--- config.mk ---
export PLATFORM = sky130hd
export DESIGN_NAME = pll_reprog_seq
export DESIGN_NICKNAME = d
export VERILOG_FILES = /design/src/rtl/pll_seq_pkg.sv /design/src/rtl/pll_seq_timer.sv /design/src/rtl/pll_seq_ctlfmt.sv /design/src/rtl/pll_reprog_seq.sv
export SDC_FILE = /design/constraint.sdc
export NUM_CORES = 1
export LEC_CHECK = 0
export BUFFER_PORTS_ARGS = -buffer_cell sky130_fd_sc_hd__buf_2
export CAP_MARGIN = 20
export CORE_MARGIN = 2
export CORE_UTILIZATION = 55
export DETAILED_ROUTE_END_ITERATION = 10
export PLACE_DENSITY = 0.83
export SETUP_SLACK_MARGIN = 0.4
export SLEW_MARGIN = 20
export SYNTH_ARGS = -nofsm -noshare
export SYNTH_HDL_FRONTEND = slang
export SYNTH_HIERARCHICAL = 1
export SYNTH_SLANG_ARGS = --single-unit
--- constraint.sdc ---
create_clock -name clk -period 2.7 [get_ports clk]
set_input_delay 0.135 -clock clk [delete_from_list [all_inputs] [get_ports clk]]
set_output_delay 0.135 -clock clk [all_outputs]
set_load 0.01 [all_outputs]
--- src/rtl/pll_seq_pkg.sv ---
package pll_seq_pkg;

    // control word bit positions
    localparam int CTL_PWRDN  = 0;
    localparam int CTL_BYPASS = 1;
    localparam int CTL_DIRIN  = 2;
    localparam int CTL_DIROUT = 3;
    localparam int CTL_OUTEN  = 4;

    // status word bit position of the lock flag
    localparam int STAT_LOCK = 0;

    // register offsets from the group base
    localparam int OFS_STAT = 0;
    localparam int OFS_CTRL = 4;
    localparam int OFS_MULT = 8;
    localparam int OFS_DIVS = 12;

    // divider word that selects unity pre and post division
    localparam logic [31:0] DIVS_UNITY = 32'h0030_2062;

    typedef enum logic [3:0] {
        SQ_IDLE,
        SQ_RDCTL,
        SQ_CAPCTL,
        SQ_PWRDN,
        SQ_MULT,
        SQ_DIVS,
        SQ_PWRUP,
        SQ_PAUSE,
        SQ_POLL,
        SQ_TEST,
        SQ_OUTEN,
        SQ_DONE,
        SQ_FAIL
    } seq_state_e;

endpackage

--- src/rtl/pll_seq_timer.sv ---
module pll_seq_timer #(
    parameter int WAIT_CYCLES = 500
) (
    input  logic clk,
    input  logic rst_n,
    input  logic load_i,
    output logic expired_o
);
    localparam int CW = $clog2(WAIT_CYCLES + 1);

    typedef struct packed {
        logic [CW-1:0] cnt;
        logic          run;
    } tmr_t;

    tmr_t tmr_d, tmr_q;

    always_comb begin
        tmr_d = tmr_q;
        if (load_i) begin
            tmr_d.cnt = CW'(WAIT_CYCLES - 1);
            tmr_d.run = 1'b1;
        end else if (tmr_q.run) begin
            if (tmr_q.cnt == '0) begin
                tmr_d.run = 1'b0;
            end else begin
                tmr_d.cnt = tmr_q.cnt - CW'(1);
            end
        end
    end

    always_ff @(posedge clk or negedge rst_n) begin
        if (!rst_n) begin
            tmr_q <= '0;
        end else begin
            tmr_q <= tmr_d;
        end
    end

    assign expired_o = tmr_q.run && (tmr_q.cnt == '0);

endmodule

--- src/rtl/pll_seq_ctlfmt.sv ---
module pll_seq_ctlfmt
    import pll_seq_pkg::*;
#(
    parameter int DATA_W = 32
) (
    input  logic [DATA_W-1:0] cur_i,
    output logic [DATA_W-1:0] pwrdn_o,
    output logic [DATA_W-1:0] pwrup_o,
    output logic [DATA_W-1:0] outen_o
);
    always_comb begin
        pwrdn_o             = cur_i;
        pwrdn_o[CTL_PWRDN]  = 1'b1;
        pwrdn_o[CTL_BYPASS] = 1'b0;
        pwrdn_o[CTL_DIRIN]  = 1'b0;
        pwrdn_o[CTL_DIROUT] = 1'b0;
        pwrdn_o[CTL_OUTEN]  = 1'b0;

        pwrup_o             = cur_i;
        pwrup_o[CTL_PWRDN]  = 1'b0;

        outen_o             = cur_i;
        outen_o[CTL_OUTEN]  = 1'b1;
    end

endmodule

--- src/rtl/pll_reprog_seq.sv ---
module pll_reprog_seq
    import pll_seq_pkg::*;
#(
    parameter int              ADDR_W      = 8,
    parameter int              DATA_W      = 32,
    parameter logic [ADDR_W-1:0] BASE_ADDR = 8'h1C,
    parameter int              WAIT_CYCLES = 500,
    parameter int              MAX_POLLS   = 4
) (
    input  logic              clk,
    input  logic              rst_n,
    input  logic              start_i,
    input  logic [DATA_W-1:0] mult_word_i,
    output logic              busy_o,
    output logic              done_o,
    output logic              fail_o,
    output logic              bus_wr_o,
    output logic              bus_rd_o,
    output logic [ADDR_W-1:0] bus_addr_o,
    output logic [DATA_W-1:0] bus_wdata_o,
    input  logic [DATA_W-1:0] bus_rdata_i
);
    localparam int PW = $clog2(MAX_POLLS + 1);
    localparam logic [ADDR_W-1:0] A_STAT = BASE_ADDR + ADDR_W'(OFS_STAT);
    localparam logic [ADDR_W-1:0] A_CTRL = BASE_ADDR + ADDR_W'(OFS_CTRL);
    localparam logic [ADDR_W-1:0] A_MULT = BASE_ADDR + ADDR_W'(OFS_MULT);
    localparam logic [ADDR_W-1:0] A_DIVS = BASE_ADDR + ADDR_W'(OFS_DIVS);
    localparam logic [DATA_W-1:0] DIVS_W = DATA_W'(DIVS_UNITY);

    typedef struct packed {
        seq_state_e        st;
        logic [DATA_W-1:0] ctl;
        logic [DATA_W-1:0] mult;
        logic [PW-1:0]     polls;
    } seq_t;

    seq_t sq_d, sq_q;

    logic              tmr_load;
    logic              tmr_expired;
    logic [DATA_W-1:0] w_pwrdn;
    logic [DATA_W-1:0] w_pwrup;
    logic [DATA_W-1:0] w_outen;

    pll_seq_timer #(
        .WAIT_CYCLES(WAIT_CYCLES)
    ) u_timer (
        .clk      (clk),
        .rst_n    (rst_n),
        .load_i   (tmr_load),
        .expired_o(tmr_expired)
    );

    pll_seq_ctlfmt #(
        .DATA_W(DATA_W)
    ) u_fmt (
        .cur_i  (sq_q.ctl),
        .pwrdn_o(w_pwrdn),
        .pwrup_o(w_pwrup),
        .outen_o(w_outen)
    );

    // next-state logic
    always_comb begin
        sq_d     = sq_q;
        tmr_load = 1'b0;
        unique case (sq_q.st)
            SQ_IDLE: begin
                if (start_i) begin
                    sq_d.st    = SQ_RDCTL;
                    sq_d.mult  = mult_word_i;
                    sq_d.polls = '0;
                end
            end
            SQ_RDCTL:  sq_d.st = SQ_CAPCTL;
            SQ_CAPCTL: begin
                sq_d.ctl = bus_rdata_i;
                sq_d.st  = SQ_PWRDN;
            end
            SQ_PWRDN: begin
                sq_d.ctl = w_pwrdn;
                sq_d.st  = SQ_MULT;
            end
            SQ_MULT:   sq_d.st = SQ_DIVS;
            SQ_DIVS:   sq_d.st = SQ_PWRUP;
            SQ_PWRUP: begin
                sq_d.ctl = w_pwrup;
                tmr_load = 1'b1;
                sq_d.st  = SQ_PAUSE;
            end
            SQ_PAUSE: begin
                if (tmr_expired) begin
                    sq_d.st = SQ_POLL;
                end
            end
            SQ_POLL: begin
                sq_d.polls = sq_q.polls + PW'(1);
                sq_d.st    = SQ_TEST;
            end
            SQ_TEST: begin
                if (bus_rdata_i[STAT_LOCK]) begin
                    sq_d.st = SQ_OUTEN;
                end else if (sq_q.polls == PW'(MAX_POLLS)) begin
                    sq_d.st = SQ_FAIL;
                end else begin
                    tmr_load = 1'b1;
                    sq_d.st  = SQ_PAUSE;
                end
            end
            SQ_OUTEN: begin
                sq_d.ctl = w_outen;
                sq_d.st  = SQ_DONE;
            end
            SQ_DONE:   sq_d.st = SQ_IDLE;
            SQ_FAIL:   sq_d.st = SQ_IDLE;
            default:   sq_d.st = SQ_IDLE;
        endcase
    end

    always_ff @(posedge clk or negedge rst_n) begin
        if (!rst_n) begin
            sq_q <= '{st: SQ_IDLE, ctl: '0, mult: '0, polls: '0};
        end else begin
            sq_q <= sq_d;
        end
    end

    // bus and status outputs decoded from the registered state
    always_comb begin
        bus_wr_o    = 1'b0;
        bus_rd_o    = 1'b0;
        bus_addr_o  = '0;
        bus_wdata_o = '0;
        unique case (sq_q.st)
            SQ_RDCTL: begin
                bus_rd_o   = 1'b1;
                bus_addr_o = A_CTRL;
            end
            SQ_PWRDN: begin
                bus_wr_o    = 1'b1;
                bus_addr_o  = A_CTRL;
                bus_wdata_o = w_pwrdn;
            end
            SQ_MULT: begin
                bus_wr_o    = 1'b1;
                bus_addr_o  = A_MULT;
                bus_wdata_o = sq_q.mult;
            end
            SQ_DIVS: begin
                bus_wr_o    = 1'b1;
                bus_addr_o  = A_DIVS;
                bus_wdata_o = DIVS_W;
            end
            SQ_PWRUP: begin
                bus_wr_o    = 1'b1;
                bus_addr_o  = A_CTRL;
                bus_wdata_o = w_pwrup;
            end
            SQ_POLL: begin
                bus_rd_o   = 1'b1;
                bus_addr_o = A_STAT;
            end
            SQ_OUTEN: begin
                bus_wr_o    = 1'b1;
                bus_addr_o  = A_CTRL;
                bus_wdata_o = w_outen;
            end
            default: ;
        endcase
    end

    assign busy_o = (sq_q.st != SQ_IDLE);
    assign done_o = (sq_q.st == SQ_DONE);
    assign fail_o = (sq_q.st == SQ_FAIL);

endmodule

==> reports/results.ini <==
[status]
status=complete, no violations

[worst_setup_path]
cp_cell_sequence=nor2b_4 > buf_6 > a22oi_1 > o2bb2ai_1 > o21bai_1 > buf_2
cp.required_ps=2570
cp_num_buf_inv=2
critPathMaxFanout=19
crit_family=flip-flops
slowest_delay_ps=540
startpoint_type=flip-flop
cp_slowest_cell=dfrtp_4
cp-end-kind=output port
worstPathArrival_ps=2040
path_class=reg -> out

[floorplanning]
io_pins=112
dieHeight_um=101.4
core_sq_mm=0.009240
rows=35
die_w_um=101.4
dieArea_sq_mm=0.01029
start_util=0.5651

[final_layout]
stdcell_count=670
nNetsFinal=606
final_cell_area_sq_mm=0.005610
utilization=0.6072
antenna_cells=0
drive_gt1_frac=0.3438
syn2layout_area_growth_pct=7.453

[clock_tree]
numCtsBuffers=9
cts_max_level=3
clock-sinks=81
ctsRootBufferMaster=clkbuf_8
clk_latency_ps=360
cts_tree=yes
cts_max_path_buffers=2
clk_pin_slew_worst_paths_ps=90

[logic_synthesis]
synth_area_sq_mm=0.005221
synth_area_leaders=dfrtp_1 (39%), buf_4 (15%), a221o_1 (5.9%), mux2_2 (5.6%), a22oi_1 (4.7%)
synth-compound-area-share=0.2435
ys_top_cells_by_count=buf_4 (103), dfrtp_1 (81), a22oi_1 (33), a221o_1 (31), a21o_1 (30)
synth-async-reset-ratio=1.000
synth_ff_type=dfrtp_1
synth_cell_types=51
ys_seq_area_frac=0.3882
ys.warnings.count=6
yosysMostFrequentCell=buf_4
synth_area_leader_cell=dfrtp_1
avgSynthCellArea_sq_um=10.18
synth.area.mux_share=0.08124
synth-seq-cells=81
synthAdderAreaFrac=0.007189
synthSimpleGateAreaFrac=0.08890
synth_cells=513
synth_top_family_by_area=compound AO/OA/AOI/OAI gates
synth_edf_count=0
synth_xor_area_frac=0.003355
synth_top_cell_area_share=0.3882

[placed_design]
numPlacedInstances=634
place_area_sq_mm=0.005134
portBuffers=107
hpwlAfterDp_um=7796
gp_routability_congestion=0.8300

[drt]
drc=0
drt-vias-per-instance=5.815
ant_nets=0
drt-total-wl_um=11590
vias=3896
wire_per_inst_um=17.30
drt_iter0_markers=284
first_pass_iters=5

[grt]
grt_max_degree=82
grt_use_total=0.2290
antenna_found_initial=0
grt.overflow.total=0
grt_pass1_vias=3881
grt_first_pass_wirelength_um=18620

[timing]
period_share=0.8068
hold_violations=0
drv_slew=0
relSlewSlack=0.4901
fmaxAchievable_mhz=459.1
fin_crit_ps=2178
setup_tns_ps=0
worstMarginPinSlew_ps=764.8
final-setup-viol-count=0
rsz0062_at_grt=false
clock_skew_ps=14.61

[pwr]
vdd_drop_max_v=0.0002563
power.total_mw=2.257
leakagePower_nw=2.915
power_density_mw_per_mm2=402.4

[worst_hold_path]
hold_class=in -> reg

[run]
maxCapViolations=0

-- worst reg2reg max path: stages, from the launching register on --
cell and delay, ps:
dfrtp_4 570, clkbuf_4 230, o21ai_1 170, nand3_1 320, buf_12 290, a221o_1 370
-- final timing paths --
path / from / to / slack (ps) / cells past startpoint
min in group asynchronous: rst_n / u_timer/tmr_q[6]$_DFFE_PN0P_ / 350 / 2
worst max-delay path: sq_q[69]$_DFFE_PN0P_ / bus_wdata_o[5] / 520 / 6
worst max register to register: sq_q[70]$_DFFE_PN0P_ / sq_q[50]$_DFFE_PN0P_ / 630 / 5
worst min register to register: sq_q[3]$_DFFE_PN0P_ / sq_q[3]$_DFFE_PN0P_ / 500 / 1
max in group asynchronous: rst_n / sq_q[69]$_DFFE_PN0P_ / 1690 / 2
worst min-delay path: mult_word_i[6] / sq_q[9]$_DFFE_PN0P_ / 4 / 2
-- flip-flops by register name (all words and copies together), names as in the netlist --
signal and cells:
sq_q 71, u_timer/tmr_q 10
-- stage by stage --
step                hold WS, ps  worst slack, ps
floorplan                -160.6            749.9
global placement          347.0            445.8
detailed placement        354.5            368.9
CTS                       1.016            395.0
global route             0.1667            385.5
finish                    3.573            521.6
-- timing repair --
action / CTS / global route
buffers inserted: 2 / 2
resized for setup: 7 / 11
hold endpoints to repair: 46 / 0
endpoints found under the setup margin: 35 / 27
hold buffers: 16 / 0
pin swaps: 1 / 1
-- layer usage --
metal	wire, um	up-vias	global-route usage
met4	306	0	0.09044
met2	5498	165	0.3602
met3	786	27	0.04003
met1	5003	1885	0.3168
li1	-	1819	-
met5	0	-	0
-- cell type report --
type / instances / area (sq um)
Clock inverter: 4 / 50.05
Inverter: 11 / 41.29
Fill cell: 778 / 3630
Clock buffer: 12 / 165.2
Multi-Input combinational cell: 296 / 2296
Sequential cell: 81 / 2037
Tap cell: 129 / 161.4
Timing Repair Buffer: 137 / 859.6
-- cell families after synthesis --
| family | after synthesis |
|---|---|
| other | 3 |
| and+or+nand+nor | 83 |
| buffers and inverters | 144 |
| DFF | 81 |
| xor gates and xnor gates | 2 |
| adders and majority gates | 3 |
| AOI/OAI and AO/OA | 159 |
| muxes | 38 |
-- cells in the final DEF, fill, tap and decap left out, types with 3 or more instances in the layout --
cell type	count
nor2_4	3
conb_1	11
dfrtp_1	77
o2bb2ai_1	28
nor2b_1	6
clkbuf_8	12
buf_12	3
a21oi_1	11
buf_2	106
mux2_2	26
nor2_1	26
a22oi_1	33
o22ai_1	5
nand2b_1	6
o21ai_0	7
ha_1	3
a221o_1	31
inv_1	11
nand2_1	10
a21o_1	30
mux2i_1	3
nand3_1	6
buf_6	3
mux2_1	9
buf_4	7
dlygate4sd3_1	16
or3_1	3
-- power by group --
group | internal, mW | switching [mW] | total [mW]
Sequential | 1.21 | 0 | 1.21
Combinational | 0.0505 | 0.0463 | 0.0968
Clock | 0.502 | 0.447 | 0.949
(Power assumes the default switching activity.)
